$ cat config.mk
export PLATFORM = sky130hd
export DESIGN_NAME = rst_cause_stat
export DESIGN_NICKNAME = d
export VERILOG_FILES = /design/src/rtl/rcs_pkg.sv /design/src/rtl/rcs_ctrl.sv /design/src/rtl/rcs_dpath.sv /design/src/rtl/rst_cause_stat.sv
export SDC_FILE = /design/constraint.sdc
export NUM_CORES = 1
export LEC_CHECK = 0
export BUFFER_PORTS_ARGS = -buffer_cell sky130_fd_sc_hd__buf_2
export CAP_MARGIN = 0
export CELL_PAD_IN_SITES_DETAIL_PLACEMENT = 0
export CELL_PAD_IN_SITES_GLOBAL_PLACEMENT = 1
export CORE_ASPECT_RATIO = 0.75
export CORE_MARGIN = 2
export CORE_UTILIZATION = 34
export DETAILED_ROUTE_END_ITERATION = 12
export PLACE_DENSITY_LB_ADDON = 0.25
export SKIP_LAST_GASP = 1
export SYNTH_ARGS = -nofsm -noshare
export SYNTH_HDL_FRONTEND = slang
export SYNTH_HIERARCHICAL = 1
export SYNTH_SLANG_ARGS = --single-unit
$ cat constraint.sdc
create_clock -name clk -period 2.1 [get_ports clk]
set_clock_uncertainty 0.15 [all_clocks]
set_input_delay 0.21 -clock clk [delete_from_list [all_inputs] [get_ports clk]]
set_output_delay 0.21 -clock clk [all_outputs]
set_load 0.01 [all_outputs]
$ cat src/rtl/rcs_pkg.sv
package rcs_pkg;
  localparam int FLAG_W = 7;
  localparam logic [7:0] UNLOCK_A = 8'h55;
  localparam logic [7:0] UNLOCK_B = 8'hAA;

  typedef struct packed {
    logic ldPor;
    logic ldDbg;
    logic ldLvd;
    logic ldOther;
  } rcsLoad_t;
endpackage

$ cat src/rtl/rcs_ctrl.sv
module rcs_ctrl
  import rcs_pkg::*;
#(
  parameter int TERM_COUNT = 16
) (
  input  logic       clk,
  input  logic       porIn,
  input  logic       pinIn,
  input  logic       ilopIn,
  input  logic       iladIn,
  input  logic       locIn,
  input  logic       lvdIn,
  input  logic       dbgIn,
  input  logic       wdtEn,
  input  logic       wrEn,
  input  logic [7:0] wrData,
  output rcsLoad_t   ld,
  output logic       wdtClr,
  output logic       wdtRstReq
);
  localparam int CNT_W = (TERM_COUNT > 2) ? $clog2(TERM_COUNT) : 1;
  localparam logic [CNT_W-1:0] LAST = CNT_W'(TERM_COUNT - 1);

  logic [CNT_W-1:0] cnt;
  logic armed;
  logic anyEvt, wrOk, isA, isB, clrNext, badWr, timeout;

  always_comb begin
    anyEvt = porIn | pinIn | ilopIn | iladIn | locIn | lvdIn | dbgIn | wdtRstReq;
    ld.ldPor   = porIn;
    ld.ldDbg   = !porIn && dbgIn;
    ld.ldLvd   = !porIn && !dbgIn && lvdIn;
    ld.ldOther = anyEvt && !porIn && !dbgIn && !lvdIn;
    wrOk    = wrEn && !anyEvt;
    isA     = (wrData == UNLOCK_A);
    isB     = (wrData == UNLOCK_B);
    clrNext = wrOk && isB && armed;
    badWr   = wrOk && !isA && !isB && wdtEn;
    timeout = wdtEn && (cnt == LAST) && !anyEvt && !clrNext;
  end

  // unlock sequencer: armed means the last accepted write was 0x55
  always_ff @(posedge clk) begin
    if (anyEvt) armed <= 1'b0;
    else if (wrOk) armed <= isA;
  end

  // watchdog counter and output strobes
  always_ff @(posedge clk) begin
    wdtClr    <= clrNext;
    wdtRstReq <= badWr | timeout;
    if (anyEvt || !wdtEn || clrNext) cnt <= '0;
    else if (cnt != LAST) cnt <= cnt + 1'b1;
  end
endmodule

$ cat src/rtl/rcs_dpath.sv
module rcs_dpath
  import rcs_pkg::*;
(
  input  logic       clk,
  input  rcsLoad_t   ld,
  input  logic       pinIn,
  input  logic       wdtSrc,
  input  logic       ilopIn,
  input  logic       iladIn,
  input  logic       locIn,
  output logic [7:0] statOut
);
  // flags[6] = power-on ... flags[0] = low voltage
  logic [FLAG_W-1:0] flags;

  always_ff @(posedge clk) begin
    if (ld.ldPor)        flags <= 7'b1000001;
    else if (ld.ldDbg)   flags <= '0;
    else if (ld.ldLvd)   flags <= {flags[6], 6'b000001};
    else if (ld.ldOther) flags <= {1'b0, pinIn, wdtSrc, ilopIn, iladIn, locIn, 1'b0};
  end

  assign statOut = {flags, 1'b0};
endmodule

$ cat src/rtl/rst_cause_stat.sv
module rst_cause_stat
  import rcs_pkg::*;
#(
  parameter int TERM_COUNT = 16
) (
  input  logic       clk,
  input  logic       porIn,
  input  logic       pinIn,
  input  logic       ilopIn,
  input  logic       iladIn,
  input  logic       locIn,
  input  logic       lvdIn,
  input  logic       dbgIn,
  input  logic       wdtEn,
  input  logic       wrEn,
  input  logic [7:0] wrData,
  output logic [7:0] statOut,
  output logic       wdtClr,
  output logic       wdtRstReq
);
  rcsLoad_t ld;

  rcs_ctrl #(.TERM_COUNT(TERM_COUNT)) ctrl_i (
    .clk(clk), .porIn(porIn), .pinIn(pinIn), .ilopIn(ilopIn), .iladIn(iladIn),
    .locIn(locIn), .lvdIn(lvdIn), .dbgIn(dbgIn), .wdtEn(wdtEn), .wrEn(wrEn),
    .wrData(wrData), .ld(ld), .wdtClr(wdtClr), .wdtRstReq(wdtRstReq)
  );

  rcs_dpath dpath_i (
    .clk(clk), .ld(ld), .pinIn(pinIn), .wdtSrc(wdtRstReq), .ilopIn(ilopIn),
    .iladIn(iladIn), .locIn(locIn), .statOut(statOut)
  );
endmodule

# --- Yosys cells after proc, flatten, opt, wreduce, memory -nomap -nowiden ---
# Cells that the tools add are included.
op_classes:
  add_sub_neg: 1
  n_mul: 0
  div: 0
  n_lt_le_gt_ge: 0
  eq_ne: 5
  n_shift: 0
  muxes: 3
  bitwise_logic: 8
  n_reduce_logical: 29
op_table:
  columns: ["op", "count"]
  rows:
  - ["7-bit 2-to-1 mux", 3]
  - ["1-bit logical AND", 15]
  - ["8-bit by 7-bit equality test with 1-bit output, second input constant", 1]
  - ["8-bit equality test, second input constant", 1]
  - ["1-bit logical NOT", 8]
  - ["1-bit OR", 8]
  - ["4-bit by 1-bit adder with 4-bit output, second input constant", 1]
  - ["4-bit equality test, second input constant", 1]
  - ["4-bit inequality test, second input constant", 1]
  - ["3-bit nonzero test", 1]
  - ["3-bit OR reduction", 1]
  - ["1-bit logical OR", 2]
  - ["2-bit by 1-bit inequality test with 1-bit output, second input constant", 1]
  - ["2-bit AND reduction", 1]
  - ["2-bit nonzero test", 1]
totals:
  register_bits: 14
  latch_bits: 0
  ramBits: 0
  rom_bits: 0
  inputBits: 18
  output_inout_bits: 10
  word_cells: 53
  n_memories: 0

# --- Logic depth before layout (Yosys ltp) ---
# Gate-level depths: netlist (run 1).
depth:
  depth_word: 14
  depth_mapped: 6
  ltp_nobuf: 5

# --- Hierarchy ---
# Netlist (run 1), hierarchy kept.
by_module_without_submodules:
  columns: ["module", "instances", "cells_each", "area_each_um2", "seq_area_each_um2"]
  rows:
  - ["rcs_ctrl", 1, 45, 430.4, 140.1]
  - ["rcs_dpath", 1, 26, 274.0, 140.1]

# --- Worst setup path after synthesis (run 1) ---
# Ideal clock, no wire load.
synth_timing:
  path_kind: "register to register"
  startpoint: "register ctrl_i.wdtRstReq"
  endpoint: "register dpath_i.flags[0]"
  setup_ps: 58
  arrival_time_ps: 1397
  required_ps: 1892
  slack_ps: 495
  path_stages_with_launch: 7
  n_path_buf: 1
  synth_period_minus_slack_ps: 1605
  path_cell_list: "dfxtp_1 -> or4_4 -> nor2_4 -> nor2b_1 -> buf_2 -> nor3b_1 -> a211o_1"
synth_rtl:
  columns: ["element", "line", "rtl"]
  rows:
  - ["start, declared", "rcs_ctrl.sv:19", "output logic wdtRstReq"]
  - ["start signal, assigned", "rcs_ctrl.sv:51", "wdtRstReq <= badWr | timeout;"]
  - ["end signal, assigned", "rcs_dpath.sv:19", "else if (ld.ldLvd) flags <= {flags[6], 6'b000001};"]
  - ["end signal, assigned", "rcs_dpath.sv:20", "else if (ld.ldOther) flags <= {1'b0, pinIn, wdtSrc, ilopIn, iladIn, locIn, 1'b0};"]
  - ["end, declared", "rcs_dpath.sv:14", "logic [FLAG_W-1:0] flags;"]

==> results of run 1 <==
-- flip-flops by register name, indices dropped and copies added (netlist names) --
| signal | flops |
|---|---|
| ctrl_i/armed | 1 |
| ctrl_i/wdtRstReq | 1 |
| ctrl_i/wdtClr | 1 |
| ctrl_i/cnt | 4 |
| dpath_i/flags | 7 |
-- kinds of logic after synthesis --
family                     synth area share
other                               0.00532
xor gates and xnor gates             0.0124
buffers and inverters                0.0391
adders and majority gates            0.0178
and+or+nand+nor                       0.325
DFF                                   0.398
AOI/OAI and AO/OA                     0.117
muxes                                0.0853
-- layout by cell type (no fill, tap or decap), drive strengths merged, types with 3 or more instances in the layout --
cell type,n
nor3,3
mux2i,6
buf,26
nor4bb,3
clkbuf,4
dfxtp,14
nand3,4
nor2,11
nand2,5
-- metrics by stage --
step / utilization / setup WS [ns] / power [mW]
after floorplan: - / 0.495 / 0.312
after global placement: 0.427 / 0.272 / 0.338
after detailed placement: 0.427 / 0.251 / 0.339
after CTS: 0.445 / 0.369 / 0.535
after global routing: 0.445 / 0.283 / 0.549
final: 0.445 / 0.386 / 0.527
-- per-layer routing --
| layer | wire (microns) | vias up |
|---|---|---|
| met2 | 545 | 13 |
| met5 | 0 | - |
| met3 | 93 | 2 |
| met1 | 568 | 254 |
| met4 | 13 | 0 |
| li1 | - | 304 |
-- Yosys cell counts, types with 2 or more instances --
cell type | n | share of area
buf_4 | 2 | 0.021
dfxtp_1 | 14 | 0.40
inv_1 | 2 | 0.011
mux2i_1 | 6 | 0.085
nand2_1 | 4 | 0.021
nand3_1 | 4 | 0.028
nor2_1 | 10 | 0.053
nor2b_1 | 2 | 0.018
nor3b_1 | 2 | 0.021
nor4bb_1 | 3 | 0.043
-- final cells by class --
cell class	instances	area, sq um
inverters	2	7.51
flip-flops and latches	14	280
repair buffers	26	130
clock buffers	4	36.3
fillers	203	1100
well taps	24	30.0
multi-input cells	52	397
-- power groups by stage --
| stage | clock [mW] | combinational [mW] | sequential [mW] |
|---|---|---|---|
| global placement | 0 | 0.0593 | 0.279 |
| global route | 0.210 | 0.0661 | 0.273 |
| CTS | 0.202 | 0.0602 | 0.273 |
| detailed placement | 0 | 0.0600 | 0.279 |
| finish | 0.195 | 0.0594 | 0.272 |
| floorplan | 0 | 0.0307 | 0.281 |
-- worst reg2reg max path, cell delays in order, from the launching register on --
cell	delay, ns
dfxtp_1	0.35
or4_4	0.14
nor2_4	0.04
nor2b_1	0.57
nor3b_1	0.12
a211o_1	0.24
-- path summary, 6_finish.rpt --
check	end	depth (start not counted)
max reg2reg	dpath_i/flags[0]$_SDFFE_PP1P_	5
max	dpath_i/flags[0]$_SDFFE_PP1P_	5
min	dpath_i/flags[2]$_SDFFE_PP0P_	3
min reg2reg	ctrl_i/armed$_SDFFE_PP0P_	2
==> summary.txt, run 1 <==
Run status
  • Status: completed

Clocking
  • Clock latency at the later pin of the worst-skew pair: 0.28 ns
  • Cts-stage hold buffer count: 0
  • Clk buf depth: 2
  • Cts bufs inserted: 3
  • H-tree depth: 1
  • Postcts setup bufs: 0
  • CTS Sinks: 14
  • CTS root buffer: clkbuf_4
  • TritonCTS clock tree: done
  • Reg clk slew, reported paths: 0.09 ns
  • Resized Gates After CTS: 0

Setup path
  • Launch point of the worst path: ctrl_i/wdtRstReq$_DFF_P_
  • Largest stage delay, worst path: 0.57 ns
  • Critical path peak fanout: 7
  • Worst Path Arrival: 1.74 ns
  • Crit path kind: reg -> reg
  • CP Capture Type: register
  • Critical R2R Launch: ctrl_i/wdtRstReq$_DFF_P_
  • Delay-heaviest family, CP: simple AND/OR/NAND/NOR gates
  • Setup slack, reg-to-reg: 0.39 ns
  • Worst path bufs/invs: 0
  • CP cell instances: or4_4, nor2_4, nor2b_1, nor3b_1, a211o_1
  • Req. time, crit path: 2.13 ns
  • CP max-delay cell: nor2b_1
  • Crit start category: register

Pwr
  • Pwr dens: 598 mW/mm^2
  • Cell Int Power: 0.407 mW
  • Max VDD drop: 0.338 mV
  • Switch share: 0.229
  • Combinational power share: 0.113
  • Sequential share of power: 0.517
  • Net switching power figure: 0.120 mW
  • Pleak: 0.362 nW
  • Clock network power share: 0.370

Timing
  • Slew Viols, Final: 0
  • Crit path time final: 1.71 ns
  • Max transition margin: 0.514
  • Worst Hold Slack: 0.0253 ns
  • Fmax achieved: 583 MHz
  • Slew @ Worst Pin: 0.727 ns
  • Hold Vio Cnt, Final: 0
  • Tcrit/Tclk final: 0.816
  • Setup TNS: 0 ns
  • Final setup fails: 0
  • RSZ-0062 raised after global routing: false

Drt
  • Drt total wl: 1220 microns
  • Post-route ant nets: 0
  • DRC: 0
  • DRT iter0 DRCs: 3
  • DR pass1 iterations: 3
  • Routed wire per std cell: 10.0 microns
  • Detailed-route vias per instance: 4.70
  • Vias: 573

Global route
  • Gr ovfl total: 0
  • Met2 Usage GRT: 0.170
  • Wire length of the first global-routing pass: 2060 microns
  • Most Used Layer, Global Route: met2
  • Antenna violations before repair: 0
  • Largest net degree at the start of global routing: 9
  • GR Util met3: 0.0627
  • Gr usage total: 0.112
  • Number of global-route vias before repair: 530
  • Met1 Use GR: 0.132

Final layout
  • Final #Nets: 118
  • Area growth syn-to-layout: 25.0%
  • Final Cell Area: 881 sq um
  • Share of cells above drive strength 1: 0.408
  • N_diodes: 0
  • Final Non-Filler Cells: 122

Floorplan
  • Die Y: 43.4 microns
  • Ports: 28
  • Core Area: 0.00198 sq mm
  • Die Wd: 56.6 microns
  • Die Area: 0.00246 sq mm
  • Initial core utilization: 0.356
  • Row count: 14

Place
  • Post-DP HPWL: 1020 microns
  • RePlAce Congestion: 0.636
  • Placed Instances: 118
  • Buffers on Ports: 26
  • Post-Place Cell Area: 845 sq um

Yosys
  • Post-synth ARST share: 0
  • Post-Syn Nets: 90
  • Gate Count Post-Synth: 71
  • #FFs+latches synth: 14
  • Post-synth EDFFs: 0
  • Register area share after synthesis: 0.398
  • Cell Area, Synth: 704 sq um
  • Synth unique cells: 32
  • Ys flop type: dfxtp_1
  • Synth Area per Inst: 9.92 sq um
  • Synth warn: 6

Flow run
  • MaxCap Viol Count: 0

Min path
  • HP Class: in -> reg
  • HP Start: iladIn
Power figures use the tool's default switching activity.
==> run 2, diff against run 1 <==
Settings changed: ABC_AREA set to 1, CORE_UTILIZATION 34 to 29.
Clock period 2.1 ns to 1.55 ns, I/O delays scaled along.
==> summary.txt, run 2 <==
Place
  • Buffers on Ports: 26 (unchanged)
  • Placed Instances: 184 (was 118)
  • RePlAce Congestion: 0.700 (was 0.636)
  • Post-DP HPWL: 1260 microns (was 1020 microns)
  • Post-Place Cell Area: 951 sq um (was 845 sq um)

Final layout
  • Share of cells above drive strength 1: 0.316 (was 0.408)
  • Final Cell Area: 0.00101 sq mm (was 881 sq um)
  • Most frequent cells in the layout: nor2_1 (31), buf_2 (26), inv_1 (23), nand2_1 (16), dfxtp_1 (14) (was buf_2 (26), dfxtp_1 (14), nor2_1 (10), mux2i_1 (6))
  • Area growth syn-to-layout: 27.4% (was 25.0%)
  • N_diodes: 0 (unchanged)
  • Final #Nets: 175 (was 118)
  • Fillcell total: 298 (was 203)
  • Biggest regs: dpath_i/flags x7, ctrl_i/cnt x4 (unchanged)
  • Commonest non-fill, non-tap cell in the layout: nor2_1 (was buf_2)
  • Max FFs per register: 7 (unchanged)
  • Reg with most FFs: dpath_i/flags (unchanged)
  • Final Non-Filler Cells: 191 (was 122)

Pwr
  • Pwr Total: 0.725 mW (was 0.527 mW)
  • Max VDD drop: 0.432 mV (was 0.338 mV)
  • Pleak: 0.544 nW (was 0.362 nW)
  • Pwr dens: 716 mW/mm^2 (was 598 mW/mm^2)

Drt
  • Vias: 759 (was 573)
  • DRC: 0 (unchanged)
  • Detailed-route vias per instance: 3.97 (was 4.70)
  • Drt total wl: 1570 microns (was 1220 microns)
  • Routed wire per std cell: 8.21 microns (was 10.0 microns)
  • Post-route ant nets: 0 (unchanged)
  • DRT iter0 DRCs: 16 (was 3)
  • DR pass1 iterations: 4 (was 3)

Global route
  • Gr usage total: 0.109 (was 0.112)
  • Antenna violations before repair: 0 (unchanged)
  • Wire length of the first global-routing pass: 2730 microns (was 2060 microns)
  • Largest net degree at the start of global routing: 13 (was 9)
  • Number of global-route vias before repair: 682 (was 530)
  • Gr ovfl total: 0 (unchanged)

Yosys
  • Synth warn: 6 (unchanged)
  • Area share of the largest cell type after synthesis: 0.353 (was 0.398)
  • Cell Area, Synth: 795 sq um (was 704 sq um)
  • Top post-synthesis cells by area: dfxtp_1 (35%), nor2_1 (15%), inv_1 (11%), nand2_1 (7.6%), nand2_2 (5.5%) (was dfxtp_1 (40%), mux2i_1 (8.5%), nor2_1 (5.3%), nor4bb_1 (4.3%), o2111ai_4 (3.7%))
  • Top-count cell post-synth: nor2_1 (was dfxtp_1)
  • Cell taking the most area after synthesis: dfxtp_1 (unchanged)
  • Synth unique cells: 21 (was 32)
  • Synth cell count leaders: nor2_1 (31), inv_1 (23), nand2_1 (16), dfxtp_1 (14), nand3_1 (8) (was dfxtp_1 (14), nor2_1 (10), mux2i_1 (6), nand2_1 (4), nand3_1 (4))
  • Post-synth ARST share: 0 (unchanged)
  • Post-synth EDFFs: 0 (unchanged)
  • Synth Area per Inst: 6.41 sq um (was 9.92 sq um)
  • Gate Count Post-Synth: 124 (was 71)
  • #FFs+latches synth: 14 (unchanged)
  • Register area share after synthesis: 0.353 (was 0.398)
  • Post-Syn Nets: 143 (was 90)
  • Ys flop type: dfxtp_1 (unchanged)

Setup path
  • Depth of the most critical reg-to-reg path: 9 (was 5)
  • Critical R2R Launch: ctrl_i/wdtRstReq$_DFF_P_ (unchanged)
  • Largest stage delay, worst path: 0.34 ns (was 0.57 ns)
  • Crit path kind: reg -> reg (unchanged)
  • Worst Path Arrival: 1.44 ns (was 1.74 ns)
  • Critical path peak fanout: 12 (was 7)
  • R2r endpoint: dpath_i/flags[4]$_SDFFE_PP0P_ (was dpath_i/flags[0]$_SDFFE_PP1P_)
  • Most frequent CP cell: nor2_1
  • CP max-delay cell: dfxtp_1 (was nor2b_1)
  • Req. time, crit path: 1.57 ns (was 2.13 ns)
  • Setup slack, reg-to-reg: 0.13 ns (was 0.39 ns)
  • CP Capture Type: register (unchanged)
  • Crit start category: register (unchanged)
  • CP cell instances: nor2_1, nand2_2, nor2_4, nor3_1, buf_4, nand2_1, inv_1, nor2_1, nor2_1 (was or4_4, nor2_4, nor2b_1, nor3b_1, a211o_1)

Clocking
  • CTS root buffer: clkbuf_4 (unchanged)
  • Reg clk slew, reported paths: 0.09 ns (about the same)
  • CTS Sinks: 14 (unchanged)
  • Cts bufs inserted: 3 (unchanged)
  • Clk buf depth: 2 (unchanged)
  • Clock latency at the later pin of the worst-skew pair: 0.28 ns (about the same)
  • H-tree depth: 1 (unchanged)
  • Resized Gates After CTS: 0 (unchanged)
  • TritonCTS clock tree: done (unchanged)

Timing
  • Tcrit/Tclk final: 0.915 (was 0.816)
  • Slew Viols, Final: 0 (unchanged)
  • Hold Vio Cnt, Final: 0 (unchanged)
  • Fmax achieved: 705 MHz (was 583 MHz)
  • Crit path time final: 1.42 ns (was 1.71 ns)
  • Final setup fails: 0 (unchanged)

Min path
  • HP Start: iladIn (unchanged)
  • Hold EP: dpath_i/flags[2]$_SDFFE_PP0P_ (unchanged)
  • HP Class: in -> reg (unchanged)
  • Hold Path Cell Cnt: 5 (was 3)

Floorplan
  • Die Wd: 64.4 microns (was 56.6 microns)
  • Initial core utilization: 0.305 (was 0.356)
  • Die Area: 0.00318 sq mm (was 0.00246 sq mm)
  • Ports: 28 (unchanged)
  • Die Y: 49.3 microns (was 43.4 microns)
  • Row count: 16 (was 14)
  • Core Area: 0.00260 sq mm (was 0.00198 sq mm)

Run status
  • Status: completed (unchanged)

Flow run
  • MaxCap Viol Count: 0 (unchanged)
-- run 2: power by group --
group	switching, mW	internal, mW
Combinational	0.0517	0.0396
Clock	0.122	0.143
Sequential	0.00293	0.366
Total	0.176	0.549
-- run 2: worst max-delay path: cells and delay by family (launching register included) --
family	cells	cell delay, ns
buffers and inverters	2	0.22
flip-flops	1	0.34
AND/OR/NAND/NOR	7	0.60
-- run 2: timing repair --
item | in CTS | in global routing
hold endpoints to repair | 2 | 0
hold buffers | 1 | 0
buffers inserted | 0 | 2
endpoints found under the setup margin | 0 | 3
-- run 2: cells by family (layout without fill, tap and decap cells) --
logic type                 Yosys count  in the layout  share of synthesized area
AOI/OAI and AO/OA                    5              5                     0.0409
xor gates and xnor gates             1              1                     0.0110
adders and majority gates            1              1                     0.0157
buffers and inverters               30             61                      0.161
DFF                                 14             14                      0.353
muxes                                1              1                     0.0126
other                                1              1                    0.00472
and+or+nand+nor                     71             71                      0.402
-- run 2: layer usage --
layer / global-route usage / routed length (microns)
met5: 0 / 0
met4: 0.0213 / 0
met3: 0.0485 / 93
met2: 0.191 / 704
met1: 0.124 / 772
-- run 2: layout make-up --
class / count / area [sq um] / share of cell area
multi-input combinational: 80 / 387 / 0.382
inverter: 27 / 101 / 0.100
timing repair buffer: 30 / 163 / 0.161
clock buffer: 4 / 36.3 / 0.0358
tap: 36 / 45.0 / 0.0445
sequential: 14 / 280 / 0.277
-- run 2: stage by stage --
stage / TNS (ns) / setup slack, ns / util / hold WS, ns
2_1_floorplan: 0 / 0.107 / - / 0.194
3_3_place_gp: 0 / 0.154 / 0.365 / 0.262
3_5_place_dp: 0 / 0.102 / 0.365 / 0.272
4_1_cts: 0 / 0.0990 / 0.383 / 0.00845
5_1_grt: -0.00566 / -0.00447 / 0.389 / 0.0411
6_report: 0 / 0.132 / 0.389 / 0.0208
-- run 2: worst max path at each step --
stage	from	slack, ns	cells after the start	end
after floorplan	ctrl_i/wdtRstReq$_DFF_P_	0.11	8	dpath_i/flags[2]$_SDFFE_PP0P_
after global routing	ctrl_i/wdtRstReq$_DFF_P_	-0.004	9	dpath_i/flags[1]$_SDFFE_PP0P_
after CTS	ctrl_i/wdtRstReq$_DFF_P_	0.1	9	dpath_i/flags[4]$_SDFFE_PP0P_
after detailed placement	iladIn	0.10	10	dpath_i/flags[1]$_SDFFE_PP0P_
after global placement	ctrl_i/wdtRstReq$_DFF_P_	0.15	9	dpath_i/flags[1]$_SDFFE_PP0P_
final	ctrl_i/wdtRstReq$_DFF_P_	0.13	9	dpath_i/flags[4]$_SDFFE_PP0P_
==> run 3, diff against run 2 <==
Settings changed: CELL_PAD_IN_SITES_DETAIL_PLACEMENT 0 to unset, CELL_PAD_IN_SITES_GLOBAL_PLACEMENT 1 to unset, CORE_UTILIZATION 29 to 43, GPL_TIMING_DRIVEN set to 0.
==> summary.txt, run 3 (synthesized netlist as in run 2, its figures left out) <==
Run status
  • Status: completed (unchanged)

Setup path
  • Crit start category: register (unchanged)
  • Critical R2R Launch: ctrl_i/wdtRstReq$_DFF_P_ (unchanged)
  • Worst Path Arrival: 1.41 ns (was 1.44 ns)
  • Depth of the most critical reg-to-reg path: 8 (was 9)
  • R2r endpoint: dpath_i/flags[5]$_SDFFE_PP0P_ (was dpath_i/flags[4]$_SDFFE_PP0P_)
  • Req. time, crit path: 1.56 ns (was 1.57 ns)
  • CP Capture Type: register (unchanged)
  • Critical path peak fanout: 10 (was 12)
  • Crit path kind: reg -> reg (unchanged)
  • Setup slack, reg-to-reg: 0.16 ns (was 0.13 ns)

Floorplan
  • Initial core utilization: 0.457 (was 0.305)
  • Die Y: 41.2 microns (was 49.3 microns)
  • Die Wd: 53.6 microns (was 64.4 microns)
  • Die Area: 0.00221 sq mm (was 0.00318 sq mm)
  • Row count: 13 (was 16)
  • Core Area: 0.00174 sq mm (was 0.00260 sq mm)
  • Ports: 28 (unchanged)

Min path
  • Hold Path Cell Cnt: 5 (unchanged)
  • Hold EP: dpath_i/flags[2]$_SDFFE_PP0P_ (unchanged)
  • HP Class: in -> reg (unchanged)
  • HP Start: iladIn (unchanged)

Pwr
  • Cell Int Power: 0.551 mW (was 0.549 mW)
  • Max VDD drop: 0.445 mV (was 0.432 mV)
  • Pleak: 0.540 nW (was 0.544 nW)
  • Pwr dens: 729 mW/mm^2 (was 716 mW/mm^2)
  • Net switching power figure: 0.174 mW (was 0.176 mW)
  • Clock network power share: 0.361 (was 0.365)
  • Combinational power share: 0.130 (was 0.126)
  • Sequential share of power: 0.509 (about the same)
  • Switch share: 0.240 (was 0.243)

Final layout
  • Area growth syn-to-layout: 25.0% (was 27.4%)
  • Final Non-Filler Cells: 176 (was 191)
  • Share of cells above drive strength 1: 0.325 (was 0.316)
  • Commonest non-fill, non-tap cell in the layout: nor2_1 (unchanged)
  • Most frequent cells in the layout: nor2_1 (31), buf_2 (26), inv_1 (23), nand2_1 (16), dfxtp_1 (14) (unchanged)
  • Max FFs per register: 7 (unchanged)
  • Fillcell total: 168 (was 298)
  • Biggest regs: dpath_i/flags x7, ctrl_i/cnt x4 (unchanged)
  • Multi-input gate area: 392 sq um (was 387 sq um)
  • N_diodes: 0 (unchanged)
  • Final #Nets: 174 (was 175)
  • Sequential Area: 280 sq um (unchanged)
  • Reg with most FFs: dpath_i/flags (unchanged)

Drt
  • Detailed-route vias per instance: 4.29 (was 3.97)
  • DR pass1 iterations: 4 (unchanged)
  • Routed wire per std cell: 8.38 microns (was 8.21 microns)
  • DRC: 0 (unchanged)
  • DRT iter0 DRCs: 11 (was 16)
  • Post-route ant nets: 0 (unchanged)
  • Vias: 755 (was 759)
  • Drt total wl: 1480 microns (was 1570 microns)

Clocking
  • H-tree depth: 1 (unchanged)
  • Postcts setup bufs: 0 (unchanged)
  • Reg clk slew, reported paths: 0.09 ns (about the same)
  • CTS Sinks: 14 (unchanged)
  • Clk buf depth: 2 (unchanged)
  • TritonCTS clock tree: done (unchanged)
  • Cts bufs inserted: 3 (unchanged)
  • Clock latency at the later pin of the worst-skew pair: 0.28 ns (about the same)
  • CTS root buffer: clkbuf_4 (unchanged)

Timing
  • Setup TNS: 0 ns (unchanged)
  • Slew Viols, Final: 0 (unchanged)
  • Hold Vio Cnt, Final: 0 (unchanged)
  • Fmax achieved: 718 MHz (was 705 MHz)
  • Worst Hold Slack: 0.0312 ns (was 0.0208 ns)
  • RSZ-0062 raised after global routing: false
  • Tcrit/Tclk final: 0.899 (was 0.915)
  • Setup ws final: 0.157 ns (was 0.132 ns)
  • Final setup fails: 0 (unchanged)
  • Crit path time final: 1.39 ns (was 1.42 ns)

Flow run
  • MaxCap Viol Count: 0 (unchanged)

Global route
  • Number of global-route vias before repair: 614 (was 682)
  • Antenna violations before repair: 0 (unchanged)
  • Gr usage total: 0.158 (was 0.109)
  • Largest net degree at the start of global routing: 11 (was 13)
  • Wire length of the first global-routing pass: 2410 microns (was 2730 microns)
  • Gr ovfl total: 0 (unchanged)

Place
  • Post-placement setup slack: 0.0449 ns (was 0.102 ns)
  • Placed Instances: 172 (was 184)
  • RePlAce Congestion: 0.693 (was 0.700)
  • Post-DP HPWL: 1200 microns (was 1260 microns)
  • Buffers on Ports: 26 (unchanged)
## run 3: changes by cell type in the layout (fill, tap and decap cells not counted), sizes merged
cell	change
dlygate4sd3	-1
## run 3: critical path: stages, from the launching register on
cell and delay, ns:
dfxtp_1 0.36, nor2_1 0.05, nand2_2 0.09, nor2_4 0.05, nor3_2 0.20, buf_6 0.19, nor2_1 0.05, nor2_1 0.09
nor2_1 0.04
## run 3: metrics by stage
stage                     utilization  cell area, sq um  total power [mW]
after detailed placement        0.547               952             0.471
after floorplan                     -               795             0.429
after CTS                       0.568               988             0.735
after global routing            0.571               993             0.762
after global placement          0.547               952             0.468
final                           0.571               993             0.724
## run 3: what timing repair did
item	in CTS	in global routing
gates resized for setup	0	1
hold buffers	0	0
setup endpoints to repair	0	7
## run 3: how the worst max path moves through the flow
stage	startpoint	endpoint	slack [ns]	cells after the start
2_1_floorplan	ctrl_i/wdtRstReq$_DFF_P_	dpath_i/flags[2]$_SDFFE_PP0P_	0.11	8
3_3_place_gp	ctrl_i/wdtRstReq$_DFF_P_	dpath_i/flags[3]$_SDFFE_PP0P_	0.06	8
3_5_place_dp	dbgIn	dpath_i/flags[3]$_SDFFE_PP0P_	0.04	8
4_1_cts	ctrl_i/wdtRstReq$_DFF_P_	dpath_i/flags[5]$_SDFFE_PP0P_	0.03	8
5_1_grt	ctrl_i/wdtRstReq$_DFF_P_	dpath_i/flags[5]$_SDFFE_PP0P_	0.03	8
6_report	ctrl_i/wdtRstReq$_DFF_P_	dpath_i/flags[5]$_SDFFE_PP0P_	0.16	8
## run 3: per-layer routing
layer,vias to the layer above,part of all wire,track usage
met2,11,0.46,0.287
met5,-,0,0
met3,2,0.047,0.0766
met4,0,0.0047,0.0385
met1,319,0.49,0.170
li1,423,-,-
## run 3: layout make-up
cell class | count | area share
clock buffer | 4 | 0.0365
inverter | 27 | 0.102
sequential | 14 | 0.282
timing repair buffer | 26 | 0.131
tap | 22 | 0.0277
multi-input combinational | 80 | 0.394
buffer | 3 | 0.0264
## run 3: power groups by stage
stage	sequential [mW]	combinational [mW]	clock (mW)
3_3_place_gp	0.377	0.0908	0
3_5_place_dp	0.378	0.0936	0
2_1_floorplan	0.381	0.0479	0
4_1_cts	0.369	0.0940	0.272
6_report	0.369	0.0940	0.261
5_1_grt	0.370	0.106	0.286
